File: src/rtl/xsgen_pkg.sv
package xsgen_pkg;

  typedef enum logic [1:0] {
    PH_IDLE,
    PH_GEN,
    PH_OUT,
    PH_FIN
  } phase_e;

  // strobes from control to datapath
  typedef struct packed {
    logic load;   // take the (sanitised) seed, clear the word being built
    logic step;   // one xorshift update plus one collected bit
  } dpStrobe_t;

endpackage

File: src/rtl/xsgen_datapath.sv
module xsgen_datapath
  import xsgen_pkg::*;
#(
  parameter int WORD_W = 32,
  parameter int SH_A = 13,
  parameter int SH_B = 17,
  parameter int SH_C = 5,
  parameter logic [WORD_W-1:0] FALLBACK_SEED = 1
) (
  input  logic              clk,
  input  logic              rstN,
  input  dpStrobe_t         strobe,
  input  logic [WORD_W-1:0] seedIn,
  output logic [WORD_W-1:0] wordOut
);

  logic [WORD_W-1:0] xsState;
  logic [WORD_W-1:0] stageA, stageB, nextState;
  logic [WORD_W-1:0] seedSafe;
  logic [WORD_W-1:0] wordAcc;

  // three-stage xorshift, order matters
  always_comb begin
    stageA    = xsState ^ (xsState << SH_A);
    stageB    = stageA ^ (stageA >> SH_B);
    nextState = stageB ^ (stageB << SH_C);
  end

  // a zero state would never leave zero
  assign seedSafe = (seedIn == '0) ? FALLBACK_SEED : seedIn;

  always_ff @(posedge clk or negedge rstN) begin
    if (!rstN) begin
      xsState <= FALLBACK_SEED;
      wordAcc <= '0;
    end else if (strobe.load) begin
      xsState <= seedSafe;
      wordAcc <= '0;
    end else if (strobe.step) begin
      xsState <= nextState;
      // new bit enters at the top; after WORD_W steps the first bit sits at bit 0
      wordAcc <= {nextState[0], wordAcc[WORD_W-1:1]};
    end
  end

  assign wordOut = wordAcc;

  AST_STATE_NONZERO: assert property (@(posedge clk) disable iff (!rstN)
    xsState != '0);

  AST_IDLE_STATE_HELD: assert property (@(posedge clk) disable iff (!rstN)
    (!strobe.load && !strobe.step) |=> $stable(xsState));

endmodule

File: src/rtl/xsgen_ctrl.sv
module xsgen_ctrl
  import xsgen_pkg::*;
#(
  parameter int WORD_W = 32,
  parameter int BYTES_W = 18
) (
  input  logic               clk,
  input  logic               rstN,
  input  logic               startPulse,
  input  logic [BYTES_W-1:0] wordsReq,
  input  logic               outReady,
  output dpStrobe_t          strobe,
  output logic               outValid,
  output logic               busy,
  output logic               done
);

  localparam int BIT_W = (WORD_W > 1) ? $clog2(WORD_W) : 1;
  localparam logic [BIT_W-1:0] LAST_BIT = BIT_W'(WORD_W - 1);
  localparam logic [BYTES_W-1:0] ONE_WORD = BYTES_W'(1);

  phase_e             phase;
  logic [BIT_W-1:0]   bitCnt;
  logic [BYTES_W-1:0] wordsTotal;
  logic [BYTES_W-1:0] wordsDone;

  logic acceptStart, lastBit, lastWord, handshake;

  assign acceptStart = startPulse && (phase == PH_IDLE || phase == PH_FIN);
  assign lastBit     = (bitCnt == LAST_BIT);
  assign lastWord    = (wordsDone == wordsTotal - ONE_WORD);
  assign handshake   = (phase == PH_OUT) && outReady;

  always_comb begin
    strobe.load = acceptStart;
    strobe.step = (phase == PH_GEN);
  end

  always_ff @(posedge clk or negedge rstN) begin
    if (!rstN) begin
      phase      <= PH_IDLE;
      bitCnt     <= '0;
      wordsTotal <= '0;
      wordsDone  <= '0;
    end else begin
      case (phase)
        PH_IDLE, PH_FIN: begin
          if (acceptStart) begin
            wordsTotal <= wordsReq;
            wordsDone  <= '0;
            bitCnt     <= '0;
            phase      <= (wordsReq == '0) ? PH_FIN : PH_GEN;
          end
        end
        PH_GEN: begin
          if (lastBit) begin
            bitCnt <= '0;
            phase  <= PH_OUT;
          end else begin
            bitCnt <= bitCnt + 1'b1;
          end
        end
        PH_OUT: begin
          if (handshake) begin
            wordsDone <= wordsDone + ONE_WORD;
            phase     <= lastWord ? PH_FIN : PH_GEN;
          end
        end
        default: phase <= PH_IDLE;
      endcase
    end
  end

  assign outValid = (phase == PH_OUT);
  assign busy     = (phase == PH_GEN) || (phase == PH_OUT);
  assign done     = (phase == PH_FIN);

  AST_DONE_NOT_BUSY: assert property (@(posedge clk) disable iff (!rstN)
    !(done && busy));

  AST_WORDS_BOUNDED: assert property (@(posedge clk) disable iff (!rstN)
    wordsDone <= wordsTotal);

  AST_BIT_ADVANCE: assert property (@(posedge clk) disable iff (!rstN)
    (phase == PH_GEN && !lastBit) |=> (phase == PH_GEN && bitCnt == $past(bitCnt) + 1'b1));

  AST_START_IGNORED: assert property (@(posedge clk) disable iff (!rstN)
    (busy && startPulse && !(outValid && outReady)) |=> busy);

  AST_DONE_CAUSE: assert property (@(posedge clk) disable iff (!rstN)
    $rose(done) |-> ($past(outValid && outReady) || $past(startPulse)));

endmodule

File: src/rtl/xorshift_word_gen.sv
module xorshift_word_gen
  import xsgen_pkg::*;
#(
  parameter int WORD_W = 32,
  parameter int BYTES_W = 18,
  parameter logic [WORD_W-1:0] DEFAULT_SEED = 1
) (
  input  logic               clk,
  input  logic               rstN,
  input  logic               startPulse,
  input  logic [WORD_W-1:0]  seedIn,
  input  logic [BYTES_W-1:0] regionBytes,
  output logic               outValid,
  input  logic               outReady,
  output logic [WORD_W-1:0]  outWord,
  output logic               busy,
  output logic               done
);

  localparam int BYTES_PER_WORD_LOG2 = $clog2(WORD_W / 8);

  dpStrobe_t          strobe;
  logic [BYTES_W-1:0] wordsReq;

  assign wordsReq = regionBytes >> BYTES_PER_WORD_LOG2;

  xsgen_ctrl #(
    .WORD_W (WORD_W),
    .BYTES_W(BYTES_W)
  ) ctrl_i (
    .clk       (clk),
    .rstN      (rstN),
    .startPulse(startPulse),
    .wordsReq  (wordsReq),
    .outReady  (outReady),
    .strobe    (strobe),
    .outValid  (outValid),
    .busy      (busy),
    .done      (done)
  );

  xsgen_datapath #(
    .WORD_W       (WORD_W),
    .FALLBACK_SEED(DEFAULT_SEED)
  ) dp_i (
    .clk    (clk),
    .rstN   (rstN),
    .strobe (strobe),
    .seedIn (seedIn),
    .wordOut(outWord)
  );

  AST_VALID_HOLD: assert property (@(posedge clk) disable iff (!rstN)
    (outValid && !outReady) |=> (outValid && $stable(outWord)));

endmodule

File: config.mk
export PLATFORM = sky130hd
export DESIGN_NAME = xorshift_word_gen
export DESIGN_NICKNAME = d
export VERILOG_FILES = /design/src/rtl/xsgen_pkg.sv /design/src/rtl/xsgen_datapath.sv /design/src/rtl/xsgen_ctrl.sv /design/src/rtl/xorshift_word_gen.sv
export SDC_FILE = /design/constraint.sdc
export NUM_CORES = 1
export LEC_CHECK = 0
export ABC_CLOCK_PERIOD_IN_PS = 2650
export BUFFER_PORTS_ARGS = -buffer_cell sky130_fd_sc_hd__buf_2
export CAP_MARGIN = 20
export CORE_MARGIN = 5
export CORE_UTILIZATION = 31
export DETAILED_ROUTE_END_ITERATION = 16
export GPL_TIMING_DRIVEN = 0
export PLACE_DENSITY = 0.48
export SLEW_MARGIN = 10
export SYNTH_ARGS = -nofsm -noshare
export SYNTH_HDL_FRONTEND = slang
export SYNTH_HIERARCHICAL = 1
export SYNTH_SLANG_ARGS = --single-unit
File: constraint.sdc
create_clock -name clk -period 2.65 [get_ports clk]
set_input_delay 0.1325 -clock clk [delete_from_list [all_inputs] [get_ports clk]]
set_output_delay 0.1325 -clock clk [all_outputs]
set_load 0.1 [all_outputs]
-- Word level (Yosys, flattened, before mapping)
Cells that the tools add are included.
W data, S select, Z words.
- add/subtract/negate cells: 3
- multipliers: 0
- div/mod/pow operators: 0
- $lt $le $gt $ge: 0
- equality and inequality tests: 8
- shifts and indexed selects: 0
- muxes and demuxes: 17
- bitwise logic cells: 3
- reduce and logical (&&, ||, !) cells: 15
- operators with widths (kind ; count):
    $mux W32 ; 5
    $xor A32 B32 Y32 ; 2
    $mux W18 ; 2
    $pmux W18 S2 ; 1
    $logic_not A32 Y1 ; 1
    $xor A32 B15 Y32 ; 1
    $add A18 B1 Y18 const B ; 1
    $eq A18 B18 Y1 ; 1
    $logic_not A18 Y1 ; 1
    $sub A16 B1 Y17 const B ; 1
    $mux W2 ; 5
    $mux W5 ; 2
    $pmux W5 S2 ; 1
    $pmux W2 S3 ; 1
    $reduce_and A3 Y1 ; 2
    $reduce_bool A2 Y1 ; 3
    $add A5 B1 Y5 const B ; 1
    $eq A5 B5 Y1 const B ; 1
    $eq A2 B2 Y1 const B ; 2
    $ne A2 B1 Y1 const B ; 2
    $reduce_and A2 Y1 ; 2
    $eq A2 B1 Y1 const B ; 1
    $logic_and A1 B1 Y1 ; 2
    $logic_not A2 Y1 ; 1
    3 further kinds ; 4
- bits in registers: 105
- bits in latches: 0
- RAM bits: 0
- ROM bits: 0
- input port bits: 54
- output and inout bits: 35
- logic and storage cells: 52
- memories: 0

-- Depth between registers and ports, before layout
- word-level depth: 5
- depth in mapped cells: 14
- depth with buffers taken out: 9

-- By module
Netlist, hierarchy kept.
- by module, submodules not included (module ; instances ; cells each ; area an instance (um^2) ; sequential area each (um^2)):
    xsgen_datapath ; 1 ; 404 ; 4010.1 ; 1602.8
    xsgen_ctrl ; 1 ; 304 ; 2810.2 ; 1076.0
    xorshift_word_gen ; 1 ; 1 ; 3.8 ; 0.0

-- Worst setup path after synthesis
OpenSTA, ideal clock, no wires.
- kind: flip-flop to flip-flop
- start: register ctrl_i.phase[0]
- end: register ctrl_i.wordsDone[9]
- setup time: 0.132 ns
- arrival time: 2.784 ns
- data required time: 2.518 ns
- slack: -0.266 ns
- stages on the path, launching flop included: 9
- path buffers: 0
- period minus slack after synthesis: 2.916 ns
- cells stage by stage: dfrtp_1 -> inv_1 -> ha_1 -> mux2i_1 -> or4b_1 -> nor2_2 -> and3_1 -> xnor2_1 -> nor2_1
- elaborated cells on any way between the ends: 12
- those cells by class: 4 x eq/ne; 1 x mux; 7 x reduce/logical
- RTL lines (item ; line ; RTL):
    start: declaration ; xsgen_ctrl.sv:22 ; phase_e phase;
    start signal: assignment ; xsgen_ctrl.sv:52 ; phase <= (wordsReq == '0) ? PH_FIN : PH_GEN;
    start signal: assignment ; xsgen_ctrl.sv:66 ; phase <= lastWord ? PH_FIN : PH_GEN;
    $eq A2 B2 Y1 (*) ; n/a ;
    net outValid ; xorshift_word_gen.sv:13 ; output logic outValid,
    $logic_and A1 B1 Y1 ; xsgen_ctrl.sv:32 ; assign handshake = (phase == PH_OUT) && outReady;
    $ne A2 B1 Y1 (no line) ; n/a ;
    $reduce_and A3 Y1 (no line) ; n/a ;
    end signal: assignment ; xsgen_ctrl.sv:65 ; wordsDone <= wordsDone + ONE_WORD;
    end: declaration ; xsgen_ctrl.sv:25 ; logic [BYTES_W-1:0] wordsDone;
The timed path passes the listed nets; every way through them passes the cells marked *.
A chain may end at the register's enable or synchronous reset.

-- Worst setup path after layout
- start: register ctrl_i.wordsTotal[0]
- end: register ctrl_i.phase[1]
- longest elaborated chain between the ends: 5
- RTL lines (item ; line ; RTL):
    start: declaration ; xsgen_ctrl.sv:24 ; logic [BYTES_W-1:0] wordsTotal;
    start signal: assignment ; xsgen_ctrl.sv:49 ; wordsTotal <= wordsReq;
    $sub A16 B1 Y17 ; xsgen_ctrl.sv:31 ; assign lastWord = (wordsDone == wordsTotal - ONE_WORD);
    $eq A18 B18 Y1 ; xsgen_ctrl.sv:31 ;
    $mux W2 ; xsgen_ctrl.sv:66 ;
    $mux W2 ; xsgen_ctrl.sv:64 ; if (handshake) begin
    $pmux W2 S3 ; xsgen_ctrl.sv:46 ; case (phase)
Every way passes these cells. The select of a mux whose other input is x is not followed.

==> run metrics <==
DR vias/cell=4.869; Critical Path End Type=register; clk_lat worst skew=0.37 ns; HP Class=input pin to register; crit path buf inv count=1; Placer Congestion=0.7924; RSZ-0062 raised after global routing=false; gate count of the mapped netlist=709; RR Startpoint=ctrl_i/wordsTotal[0]$_DFFE_PN0P_; Synth Register Bits=107; core area=21,760 um^2; Post-Place Setup Slack=-1.022 ns; largest net degree at the start of global routing=81; fillers=2,252; Root Buffer=clkbuf_16; final setup vio count=0; Fin Clk Skew=0.01634 ns; # H-tree levels=3; die width=158.4 um; CTS buffer count=9; syn_area_per_cell=9.625 um^2; Worst Setup Start Kind=register; CTS max path bufs=2; CP arrival=2.72 ns; wire per inst=16.63 um; Vias=5,390; P_leak=3.698 nW; initial antenna violation count=0; post-route DRC violation count=0; GRT Overall Usage=0.1494; global-route wire length before repair=29,390 um; Final Cycle Share=0.9300; initial core utilization=0.3137; outcome=completed; Worst VDD drop=0.5859 mV; Slew Limit Fails=0; Rel. slew slack=0.5035; Distinct cells, synth=68; placed cell area=7654 um^2; cell family with most CP delay=simple AND/OR/NAND/NOR gates; number of global-route vias before repair=5,378; CTS tree=yes; num ports=89; Post-synth ARST share=1.000; Ys Warns=6; total grt overflow=0; die area=25,080 um^2; CTS sink cnt=107; WP depth=7; Reg2Reg Depth=7; Critical Path RT=2.91 ns; pin slew with the least headroom to its limit=0.7448 ns; antenna viol nets, final=0; Max-cap violations=0; clock transition at the registers of the reported paths=0.08 ns; Layout area overhead=19.77%; Post-Syn Area=6824 um^2; Crit Path Class=register to register; PD cells=1325 nW/um^2; Highest Clock Rate=405.8 MHz; top cell type's share of synthesized area=0.3887; largest cells by area after synthesis=dfrtp_1 39%, xnor2_1 6.7%, mux2i_1 5.4%; worst setup margin=0.1855 ns; post-synthesis sequential area ratio=0.3926; DRT iter0 DRCs=340; critical path peak fanout=5; CP max-delay cell=or4_1; hold slack=0.01751 ns; number of cell rows=54; routed wire length=18,410 um; I/O Buffers=86; post-DP HPWL=13,560 um; NumNets Final=884; top_reg_cell synth=dfrtp_1; router iterations before antenna repair=4; Final Hold Viols=0; RR Endpoint=ctrl_i/phase[1]$_DFFE_PN0P_; Ant. Diodes=0; CP Capture Point=ctrl_i/phase[1]$_DFFE_PN0P_; height of the die=158.4 um; design area=8173 um^2; CP peak stage delay=0.49 ns; Synth area leader=dfrtp_1; share of cells above drive strength 1=0.2177; crit-path cells=inv_1 > ha_1 > or3b_4 > or4_1 > a211oi_1 > o21ai_0 > o41ai_2; EDFF count, synth=0; final worst path period need=2.464 ns; worst reg2reg setup slack=0.19 ns; Critical Path Source=ctrl_i/wordsTotal[0]$_DFFE_PN0P_
-- tightest hold or removal path, stage by stage --
cell and delay (ns):
buf_2 0.09, nand2_1 0.04, o21ai_0 0.07
-- cell families after synthesis --
group / Yosys count / synth area share
AND/OR/NAND/NOR: 274 / 0.2127
AO/OA/AOI/OAI: 95 / 0.08709
other: 1 / 0.0005495
buffers and inverters: 63 / 0.04254
flip-flops: 107 / 0.3926
multiplexers: 55 / 0.08398
adder cells (fa/ha/maj): 8 / 0.01467
XOR/XNOR: 106 / 0.1659
-- layer usage --
layer | track usage | share of wire | vias to the layer above
met5 | 0 | 0 | -
met4 | 0.03534 | 0.014 | 0
met3 | 0.03099 | 0.052 | 16
met2 | 0.2426 | 0.46 | 116
met1 | 0.2056 | 0.47 | 2580
li1 | - | - | 2678
-- metrics by stage --
stage	power, mW	util	setup TNS (ns)	std cells
after floorplan	7.888	-	0	712
after global placement	9.295	0.3502	-63.78	1078
after detailed placement	9.299	0.3518	-54.80	1079
after CTS	10.92	0.3751	0	1107
after global routing	11.67	0.3757	0	1107
final	10.83	0.3757	0	1107
-- cells in the mapped netlist, types with 2 or more instances --
library cell and n:
xor3_1 10, dfrtp_1 106, nand2_1 64, nand3_1 17, ha_1 8, xor3_4 2
nor3_1 7, o31ai_1 3, nor4_4 2, nor2_1 80, buf_6 2, nor3b_1 10
a211o_1 3, a22oi_1 4, nand4_1 14, or4b_1 2, or4_1 3, xor2_1 41
buf_2 20, nor4_1 15, a21oi_1 16, nor2b_1 10, or2_2 6, a21o_1 2
o2111ai_1 2, and3_1 5, nor2_2 2, o211ai_1 2, o21ai_0 42, nand4bb_1 6
mux2i_1 37, a31oi_1 4, a32o_1 2, clkbuf_1 18, nand3b_1 2, mux2_2 18
and4_1 3, nand2b_1 11, xnor2_1 52, inv_1 19, o21bai_1 2, a311oi_1 2
and2_1 5, or3_1 4
-- layout make-up --
| class | count | area [um^2] | share of cell area |
|---|---|---|---|
| multi-input combinational | 542 | 3897 | 0.4769 |
| sequential | 107 | 2680 | 0.3279 |
| inverter | 20 | 80.08 | 0.009798 |
| clock buffer | 9 | 225.2 | 0.02756 |
| buffer | 41 | 250.2 | 0.03062 |
| timing repair buffer | 101 | 601.8 | 0.07364 |
| tap | 280 | 350.3 | 0.04287 |
| clock inverter | 7 | 87.58 | 0.01072 |
-- registers in the layout, summed over array words and instances, names as in the netlist --
signal and flops:
ctrl_i/wordsTotal 18, dp_i/wordOut 32, ctrl_i/phase 2, ctrl_i/bitCnt 5, ctrl_i/wordsDone 18, dp_i/xsState 32
-- worst min path at each step --
stage,from,endpoint,cells past startpoint
6_report,regionBytes[11],ctrl_i/wordsTotal[9]$_DFFE_PN0P_,3
5_1_grt,regionBytes[13],ctrl_i/wordsTotal[11]$_DFFE_PN0P_,2
4_1_cts,seedIn[18],dp_i/xsState[18]$_DFFE_PN0P_,3
3_5_place_dp,rstN,ctrl_i/wordsTotal[6]$_DFFE_PN0P_,1
3_3_place_gp,seedIn[27],dp_i/xsState[27]$_DFFE_PN0P_,3
2_1_floorplan,rstN,ctrl_i/bitCnt[0]$_DFFE_PN0P_,0
-- timing repair --
action | 4_1_cts | 5_1_grt
buffers inserted | 1 | 0
pin swaps | 0 | 2
hold endpoints to repair | 39 | 0
gates resized for setup | 23 | 3
hold buffers | 13 | 0
setup endpoints to repair | 65 | 28
gates cloned | 0 | 0
-- cells in the final DEF, fill, tap and decap left out, types with 4 or more instances in the layout --
cell           synthesis  layout
nor2b_1               10      10
clkbuf_2               0       4
nand2b_1              11      10
clkbuf_16              0       9
nor2_1                80      80
mux2_2                18      18
a22oi_1                4       4
conb_1                 1       4
a31oi_1                4       4
xor3_1                10      10
ha_1                   8       7
dlygate4sd3_1          0      13
nand4bb_1              6       6
and3_1                 5       5
inv_1                 19      19
or3_1                  4       4
nor3_1                 7       6
or2_2                  6       6
o21ai_0               42      42
buf_2                 20     100
mux2i_1               37      37
xor2_1                41      41
buf_6                  2       6
and2_1                 5       5
a21oi_1               16      16
nor4_1                15      14
dfrtp_1              106     105
nor3b_1               10      10
nand2_1               64      64
xnor2_1               52      52
nand3_1               17      17
clkbuf_1              18      11
buf_4                  1       4
nand4_1               14      14
-- power by group --
group / switching (mW) / internal, mW / total [mW] / leakage, nW
clock network: 0.741 / 0.684 / 1.42 / 0.148
logic: 3.68 / 3.01 / 6.69 / 2.17
registers: 0.546 / 2.17 / 2.71 / 1.38
total: 4.97 / 5.86 / 10.8 / 3.70
No activity file was read; power rests on OpenSTA's default activity.
